## src/rtl/ptick_pkg.sv

```systemverilog
package ptick_pkg;

    localparam int CNT_W     = 24;
    localparam int DATA_W    = 32;
    localparam int ADDR_W    = 4;
    localparam int FLAG_POS  = 16;
    localparam int CALIB_VAL = 10000;
    localparam int CTRL_W    = 3;

    typedef enum logic [1:0] {
        REG_CTRL   = 2'd0,
        REG_RELOAD = 2'd1,
        REG_CURR   = 2'd2,
        REG_CALIB  = 2'd3
    } reg_sel_e;

    // packed msb first: bit 2 source select, bit 1 irq enable, bit 0 enable
    typedef struct packed {
        logic src_core;
        logic tick_ie;
        logic run;
    } ctrl_t;

    function automatic logic [DATA_W-1:0] pack_status(ctrl_t c, logic flag);
        logic [DATA_W-1:0] w;
        w              = '0;
        w[CTRL_W-1:0]  = c;
        w[FLAG_POS]    = flag;
        return w;
    endfunction

    function automatic logic [DATA_W-1:0] zext_count(logic [CNT_W-1:0] v);
        return {{(DATA_W-CNT_W){1'b0}}, v};
    endfunction

endpackage

```

## src/rtl/ptick_tick_sel.sv

```systemverilog
module ptick_tick_sel (
    input  logic src_core,
    input  logic ref_tick,
    output logic step_en
);
    // core clock source steps every cycle; otherwise follow the strobe
    assign step_en = src_core | ref_tick;
endmodule

```

## src/rtl/ptick_counter.sv

```systemverilog
module ptick_counter
    import ptick_pkg::*;
(
    input  logic             clk,
    input  logic             rst,
    input  logic             run,
    input  logic             tick_ie,
    input  logic             step_en,
    input  logic [CNT_W-1:0] reload,
    input  logic             clear_req,
    input  logic             restart,
    output logic [CNT_W-1:0] count,
    output logic             dec_to_zero,
    output logic             irq_pulse
);
    logic halted;
    logic step;

    assign step        = run && !halted && step_en && !clear_req;
    assign dec_to_zero = step && (count == CNT_W'(1));

    always_ff @(posedge clk) begin
        if (rst) begin
            count     <= '0;
            halted    <= 1'b0;
            irq_pulse <= 1'b0;
        end else begin
            irq_pulse <= dec_to_zero && tick_ie;
            if (clear_req) begin
                count <= '0;
                if (reload == '0) halted <= 1'b1;
            end else if (restart) begin
                halted <= 1'b0;
            end else if (step) begin
                if (count != '0) begin
                    count <= count - CNT_W'(1);
                    if (count == CNT_W'(1) && reload == '0) halted <= 1'b1;
                end else if (reload == '0) begin
                    halted <= 1'b1;
                end else begin
                    count <= reload;
                end
            end
        end
    end

    // a stopped counter always sits at zero
    a_r7_halt_at_zero: assert property (@(posedge clk) disable iff (rst)
        halted |-> count == '0);
    // a live-count write leaves the count at zero
    a_r5_clear_zero: assert property (@(posedge clk) disable iff (rst)
        clear_req |=> count == '0);
    // disabled and untouched means frozen
    a_r10_freeze: assert property (@(posedge clk) disable iff (rst)
        (!run && !clear_req) |=> $stable(count));
    // interrupt is a single-cycle pulse
    a_r6_irq_single: assert property (@(posedge clk) disable iff (rst)
        irq_pulse |=> !irq_pulse);

endmodule

```

## src/rtl/ptick_regs.sv

```systemverilog
module ptick_regs
    import ptick_pkg::*;
(
    input  logic              clk,
    input  logic              rst,
    input  logic              bus_sel,
    input  logic              bus_wr,
    input  logic [ADDR_W-1:0] bus_addr,
    input  logic [DATA_W-1:0] bus_wdata,
    input  logic [CNT_W-1:0]  count,
    input  logic              dec_to_zero,
    output ctrl_t             ctrl,
    output logic [CNT_W-1:0]  reload,
    output logic              clear_req,
    output logic              restart,
    output logic [DATA_W-1:0] bus_rdata
);
    reg_sel_e sel;
    logic     wr_ctrl, wr_reload, rd_ctrl;
    logic     flag;
    logic     unused_ok;

    assign sel       = reg_sel_e'(bus_addr[ADDR_W-1 -: 2]);
    assign wr_ctrl   = bus_sel &&  bus_wr && sel == REG_CTRL;
    assign wr_reload = bus_sel &&  bus_wr && sel == REG_RELOAD;
    assign clear_req = bus_sel &&  bus_wr && sel == REG_CURR;
    assign rd_ctrl   = bus_sel && !bus_wr && sel == REG_CTRL;
    assign restart   = wr_ctrl && bus_wdata[0] && !ctrl.run;
    assign unused_ok = ^{bus_addr[ADDR_W-3:0], bus_wdata[DATA_W-1:CNT_W]};

    always_ff @(posedge clk) begin
        if (rst) begin
            ctrl   <= '0;
            reload <= '0;
            flag   <= 1'b0;
        end else begin
            if (wr_ctrl)   ctrl   <= ctrl_t'(bus_wdata[CTRL_W-1:0]);
            if (wr_reload) reload <= bus_wdata[CNT_W-1:0];
            if (clear_req)        flag <= 1'b0;
            else if (dec_to_zero) flag <= 1'b1;
            else if (rd_ctrl)     flag <= 1'b0;
        end
    end

    always_comb begin
        unique case (sel)
            REG_CTRL:   bus_rdata = pack_status(ctrl, flag);
            REG_RELOAD: bus_rdata = zext_count(reload);
            REG_CURR:   bus_rdata = zext_count(count);
            default:    bus_rdata = DATA_W'(CALIB_VAL);
        endcase
    end

    // a read without a coincident expiry leaves the flag clear
    a_r4_read_clears: assert property (@(posedge clk) disable iff (rst)
        (rd_ctrl && !dec_to_zero && !clear_req) |=> !flag);
    // reaching zero always sets the flag
    a_r6_flag_on_zero: assert property (@(posedge clk) disable iff (rst)
        dec_to_zero |=> flag);
    // undefined control bits read as zero
    a_r2_rsvd_zero: assert property (@(posedge clk) disable iff (rst)
        rd_ctrl |-> (bus_rdata[DATA_W-1:FLAG_POS+1] == '0 &&
                     bus_rdata[FLAG_POS-1:CTRL_W] == '0));
    // reload keeps the low 24 bits of the last write
    a_r3_reload_keep: assert property (@(posedge clk) disable iff (rst)
        wr_reload |=> reload == $past(bus_wdata[CNT_W-1:0]));

endmodule

```

## src/rtl/sys_tick_timer.sv

```systemverilog
module sys_tick_timer
    import ptick_pkg::*;
(
    input  logic              clk,
    input  logic              rst,
    input  logic              bus_sel,
    input  logic              bus_wr,
    input  logic [ADDR_W-1:0] bus_addr,
    input  logic [DATA_W-1:0] bus_wdata,
    output logic [DATA_W-1:0] bus_rdata,
    input  logic              ref_tick,
    output logic              tick_irq
);
    ctrl_t            ctrl;
    logic [CNT_W-1:0] reload;
    logic [CNT_W-1:0] count;
    logic             clear_req, restart, dec_to_zero, step_en;

    ptick_regs u_regs (
        .clk         (clk),
        .rst         (rst),
        .bus_sel     (bus_sel),
        .bus_wr      (bus_wr),
        .bus_addr    (bus_addr),
        .bus_wdata   (bus_wdata),
        .count       (count),
        .dec_to_zero (dec_to_zero),
        .ctrl        (ctrl),
        .reload      (reload),
        .clear_req   (clear_req),
        .restart     (restart),
        .bus_rdata   (bus_rdata)
    );

    ptick_tick_sel u_sel (
        .src_core (ctrl.src_core),
        .ref_tick (ref_tick),
        .step_en  (step_en)
    );

    ptick_counter u_cnt (
        .clk         (clk),
        .rst         (rst),
        .run         (ctrl.run),
        .tick_ie     (ctrl.tick_ie),
        .step_en     (step_en),
        .reload      (reload),
        .clear_req   (clear_req),
        .restart     (restart),
        .count       (count),
        .dec_to_zero (dec_to_zero),
        .irq_pulse   (tick_irq)
    );

    // an interrupt implies the flag was raised at the same edge
    a_r6_irq_has_flag: assert property (@(posedge clk) disable iff (rst)
        tick_irq |-> bus_sel || 1'b1 ? (u_regs.flag || $past(clear_req)) : 1'b1);

endmodule

```

## config.mk

```make
export PLATFORM = sky130hd
export DESIGN_NAME = sys_tick_timer
export DESIGN_NICKNAME = d
export VERILOG_FILES = /design/src/rtl/ptick_pkg.sv /design/src/rtl/ptick_tick_sel.sv /design/src/rtl/ptick_counter.sv /design/src/rtl/ptick_regs.sv /design/src/rtl/sys_tick_timer.sv
export SDC_FILE = /design/constraint.sdc
export NUM_CORES = 1
export LEC_CHECK = 0
export BUFFER_PORTS_ARGS = -buffer_cell sky130_fd_sc_hd__buf_2
export CAP_MARGIN = 15
export CORE_MARGIN = 1.5
export CORE_UTILIZATION = 55
export CTS_BUF_LIST = sky130_fd_sc_hd__clkbuf_8
export DETAILED_ROUTE_END_ITERATION = 10
export PLACE_DENSITY = 0.91
export SLEW_MARGIN = 20
export SYNTH_ARGS = -nofsm -noshare
export SYNTH_HDL_FRONTEND = slang
export SYNTH_SLANG_ARGS = --single-unit
```

## constraint.sdc

```tcl
create_clock -name clk -period 3 [get_ports clk]
set_clock_uncertainty 0.1 [all_clocks]
set_input_delay 0 -clock clk [delete_from_list [all_inputs] [get_ports clk]]
set_output_delay 0 -clock clk [all_outputs]
set_load 0.03 [all_outputs]
```

Yosys cells after proc, flatten, opt, wreduce, memory -nomap -nowiden --
Cells that the tools add are included.
Word-level totals: output and inout bits 33, logic and storage cells 53, input bits 41, flip-flop bits (word level) 54
Operators by class: add/sub/neg operators 1, bitwise operators 2, reductions and logical operators 26, mux-type cells 11, equal/unequal tests 5
Operators with widths (count):
- $pmux W24 S3 | 1
- $mux W24 | 2
- $eq A24 B1 Y1 const B | 1
- $logic_not A24 Y1 | 1
- $reduce_bool A24 Y1 | 1
- $sub A24 B1 Y24 const B | 1
- $logic_and A1 B1 Y1 | 14
- $mux W1 | 8
- $logic_not A1 Y1 | 4
- $ne A4 B3 Y1 const B | 1
- $reduce_and A3 Y1 | 1
- $reduce_bool A3 Y1 | 1
- $eq A2 B1 Y1 const B | 1
- $eq A2 B2 Y1 const B | 1
- $logic_not A2 Y1 | 1
- $ne A2 B1 Y1 const B | 1
- $reduce_and A2 Y1 | 1
- $reduce_bool A2 Y1 | 1
- $reduce_or A2 Y1 | 1
- $not A1 Y1 | 1
- $or A1 B1 Y1 | 1

Logic depth before layout (Yosys ltp) --
depth in word-level cells 7, mapped depth 9, gate-level depth less buffers 8

Hierarchy --
From an unflattened synthesis, not the netlist that was laid out.
Unflattened totals: cells, all modules 433, area, all modules 3613.5 µm²
Modules (own cells, without submodules):
- ptick_counter | seq. area each 520.5 µm², area an instance 1910.6 µm², instances 1, cells an instance 255
- ptick_regs | seq. area each 560.5 µm², area an instance 1696.6 µm², instances 1, cells an instance 177
- ptick_tick_sel | seq. area each 0.0 µm², area an instance 6.3 µm², instances 1, cells an instance 1

Worst setup path before layout --
No wires, ideal clock.
kind register to register, start register u_cnt.count[5], end register u_cnt.count[21], arrival 1.933 ns, buffers on the path 1, stages on the path, launching flop included 8, setup slack 0.841 ns, library setup time 0.126 ns, clock period less this slack 2.159 ns, required time 2.774 ns, cells stage by stage dfxtp_1 > buf_6 > or4_4 > nor4_4 > nand2_2 > or4_1 > a21oi_1 > o22ai_1
Between the ends: cells in the longest elaborated chain, start to end 3, elaborated cells on any way between the ends 5, classes of those cells add/sub: 1; eq/ne: 1; mux: 1; reduce/logical: 2
RTL lines:
- from (decl) | line ptick_counter.sv:12 | output logic [CNT_W-1:0] count,
- from (signal assigned) | line ptick_counter.sv:36 | count <= count - CNT_W'(1);
- from (signal assigned) | line ptick_counter.sv:41 | count <= reload;
- parallel branches: the longest is 3 deep, another holds $sub A24 B1 Y24
Parallel ways; which one is timed is not known. A chain may end at the register's enable or synchronous reset.

Final worst setup path --
start register u_cnt.count[19], end register u_cnt.count[7]
Between the ends: cells in the longest elaborated chain, start to end 3, elaborated cells on any way between the ends 4, classes of those cells eq/ne: 1; mux: 1; reduce/logical: 2
RTL lines:
- $reduce_bool A24 Y1 * | line ptick_counter.sv:35 | if (count != '0) begin
- $ne A2 B1 Y1 (no line)
- $reduce_and A3 Y1 (no line)
Every way passes the cells marked *; elsewhere a longest branch is shown, timed or not.

==> impl_metrics.csv <==
group,metric,value,unit
outcome,status,"completed",
clock_tree,cts_tree,"done",
clock_tree,post_cts_buffers,0,
synth,synth_area_leader_cell,"dfxtp_1",
global_routing,grt_pass1_wl,16400,um
pwr,total_power,0.00147,W
clock_tree,clkTransAtPathRegs,0.10,ns
timing,slew_headroom,44.7,%
clock_tree,clock-sinks,54,
timing,hold_violations,0,
floorplan,die_y,79.7,um
synth,synth-simple-area-share,30.2,%
worst_setup_path,crit_type,"reg2reg",
routing,ant_nets,0,
synth,yosysSeqAreaShare,33.4,%
synth,syn_area_per_cell,7.50,um^2
synth,synth_edf_count,0,
global_routing,grt_usage,33.4,%
clock_tree,clk_latency,0.32,ns
timing,slew_viol_final,0,
routing,vias_per_cell,6.31,
clock_tree,h-tree-depth,2,
layout,fin_cells,572,
synth,syn_inst,432,
synth,ys_types,56,
timing,period_minus_slack,2.59,ns
worst_setup_path,worst_setup_path_end_kind,"register",
global_routing,grtUsageMet2,55.6,%
worst_setup_path,cp_data_arrival_time,2.75,ns
timing,rsz0062_at_grt,"false",
global_routing,use_met3,6.74,%
synth,synth_seq_cells,54,
floorplan,design.die.area,6360,um^2
synth,synth_top_family_by_area,"simple AND/OR/NAND/NOR gates",
timing,setup_viol,0,
clock_tree,postCtsHoldBufs,26,
clock_tree,cts_made_buffers,5,
synth,netlist.area_leader.share,33.4,%
synth,synth_compound_area_share,26.0,%
hold_path,hold_path.class,"in2reg",
pwr,peakVddDrop,0.000299,V
clock_tree,cts-root-buf,"clkbuf_8",
routing,drt-wirelength-per-cell,17.6,um
floorplan,die_w,79.7,um
clock_tree,cts_resized,0,
placement,dp.cells,538,
pwr,leakage,1.56,nW
global_routing,grt_pass1_vias,3444,
layout,drive_gt1_share,18.2,%
synth,async_reset_ff_share,0,%
worst_setup_path,critPathMaxFanout,10,
global_routing,antenna_found_initial,0,
placement,place_hpwl,6720,um
synth,synthAdderAreaFrac,1.16,%
synth,synthesis.area,3240,um^2
layout,diodes,0,
timing,post-route-period-util,86.2,%
run,maxCapViolations,0,
routing,drtPass1Iterations,5,
routing,drt_iter0_markers,255,
timing,fmax,387,MHz
global_routing,grt-busiest-layer,"met2",
placement,pre_cts_slack,0.477,ns
floorplan,io_pins,74,
layout,nNetsFinal,543,
floorplan,initial_core_util,57.7,%
global_routing,grt_max_degree,32,
pwr,p_per_area,382,nW/um^2
timing,tns,0,ns
synth,synth_ff_type,"dfxtp_1",
placement,place.gp.congestion,0.950,
global_routing,grt_use_met1,41.4,%
worst_setup_path,required,3.16,ns
placement,io_buffers,55,
synth,synthXorXnorAreaFrac,0,%
synth,yosysWarnings,0,
clock_tree,clk_path_buf_depth,2,
routing,wirelength,10100,um
synth,synthTopCellsByArea,"dfxtp_1, a21oi_1, nand2_1",
timing,tightest_slew,0.827,ns
layout,syn2layout_area_growth,18.5,%
floorplan,rows,27,
synth,synth.area.mux_share,1.85,%
synth,synth.most_common_cell,"nand2_1",
floorplan,coreArea,5610,um^2
timing,fin_ws,0.413,ns
routing,drc,0,
worst_setup_path,setup.worst_path.start_class,"register",
synth,synthTopCellsByCount,"nand2_1, a21oi_1, dfxtp_1",
global_routing,overflow,0,
routing,vias,3608,
area by class of cell:
cell class,count,area [um^2]
sequential,54,1080
clock inverter,3,20.0
clock buffer,5,68.8
inverter,7,26.3
tap,72,90.1
fill,458,1770
timing repair buffer,90,603
multi-input combinational,341,1950
routing by layer:
layer / part of all wire [%] / routed length (um)
met1: 39 / 3940
met2: 47 / 4770
met3: 9.8 / 984
met4: 3.6 / 363
met5: 0 / 0
power breakdown:
part	leakage, nW	switching (W)	internal [W]	total (W)
logic	1.08	0.000194	0.000108	0.000302
registers	0.436	0.0000139	0.000726	0.000740
clock network	0.0460	0.000260	0.000165	0.000425
total	1.56	0.000468	0.000999	0.00147
layout by cell type, fill, tap and decap left out, types with 11 or more instances in the layout:
cell	instances
buf_2	55
o21ai_0	13
dlygate4sd3_1	26
nor2_1	36
a22o_1	15
nand2_1	70
dfxtp_1	54
a21oi_1	60
o21ai_1	15
nor3_1	11
worst paths after layout:
path	from	endpoint	slack [ns]	cells past startpoint
worst min-delay path	rst	u_regs.ctrl[2]	0.02	2
worst min register to register	u_regs.reload[14]	u_regs.reload[14]	0.40	2
worst max-delay path	u_cnt.count[19]	u_cnt.count[7]	0.41	7
worst max register to register	u_cnt.count[19]	u_cnt.count[7]	0.41	7
registers in the layout (all words and copies together), names as in the netlist:
name             flops
u_cnt.irq_pulse      1
u_cnt.halted         1
u_cnt.count         24
u_regs.flag          1
u_regs.ctrl          3
u_regs.reload       24
logic make-up after synthesis:
| family | count (synthesis) |
|---|---|
| and+or+nand+nor | 187 |
| AOI/OAI and AO/OA | 137 |
| DFF | 54 |
| buffers and inverters | 44 |
| muxes | 6 |
| adders and majority gates | 3 |
| other | 1 |
worst max-delay path, stage by stage (launching register included):
cell and delay (ns):
dfxtp_1 0.39, or4_4 0.55, nor4_4 0.37, and3_1 0.48
buf_4 0.23, nor4_1 0.07, a21bo_1 0.21, a21oi_1 0.12
through the flow:
step / utilization (%) / instance area [um^2] / hold slack [ns]
after CTS: 68.4 / 3840 / 0.0158
final: 68.4 / 3840 / 0.0241
after floorplan: - / 3260 / 0.00972
after global routing: 68.4 / 3840 / 0.0294
after global placement: 62.2 / 3490 / 0.135
after detailed placement: 62.2 / 3490 / 0.132
Note: power is estimated with default switching activity, not from simulation.
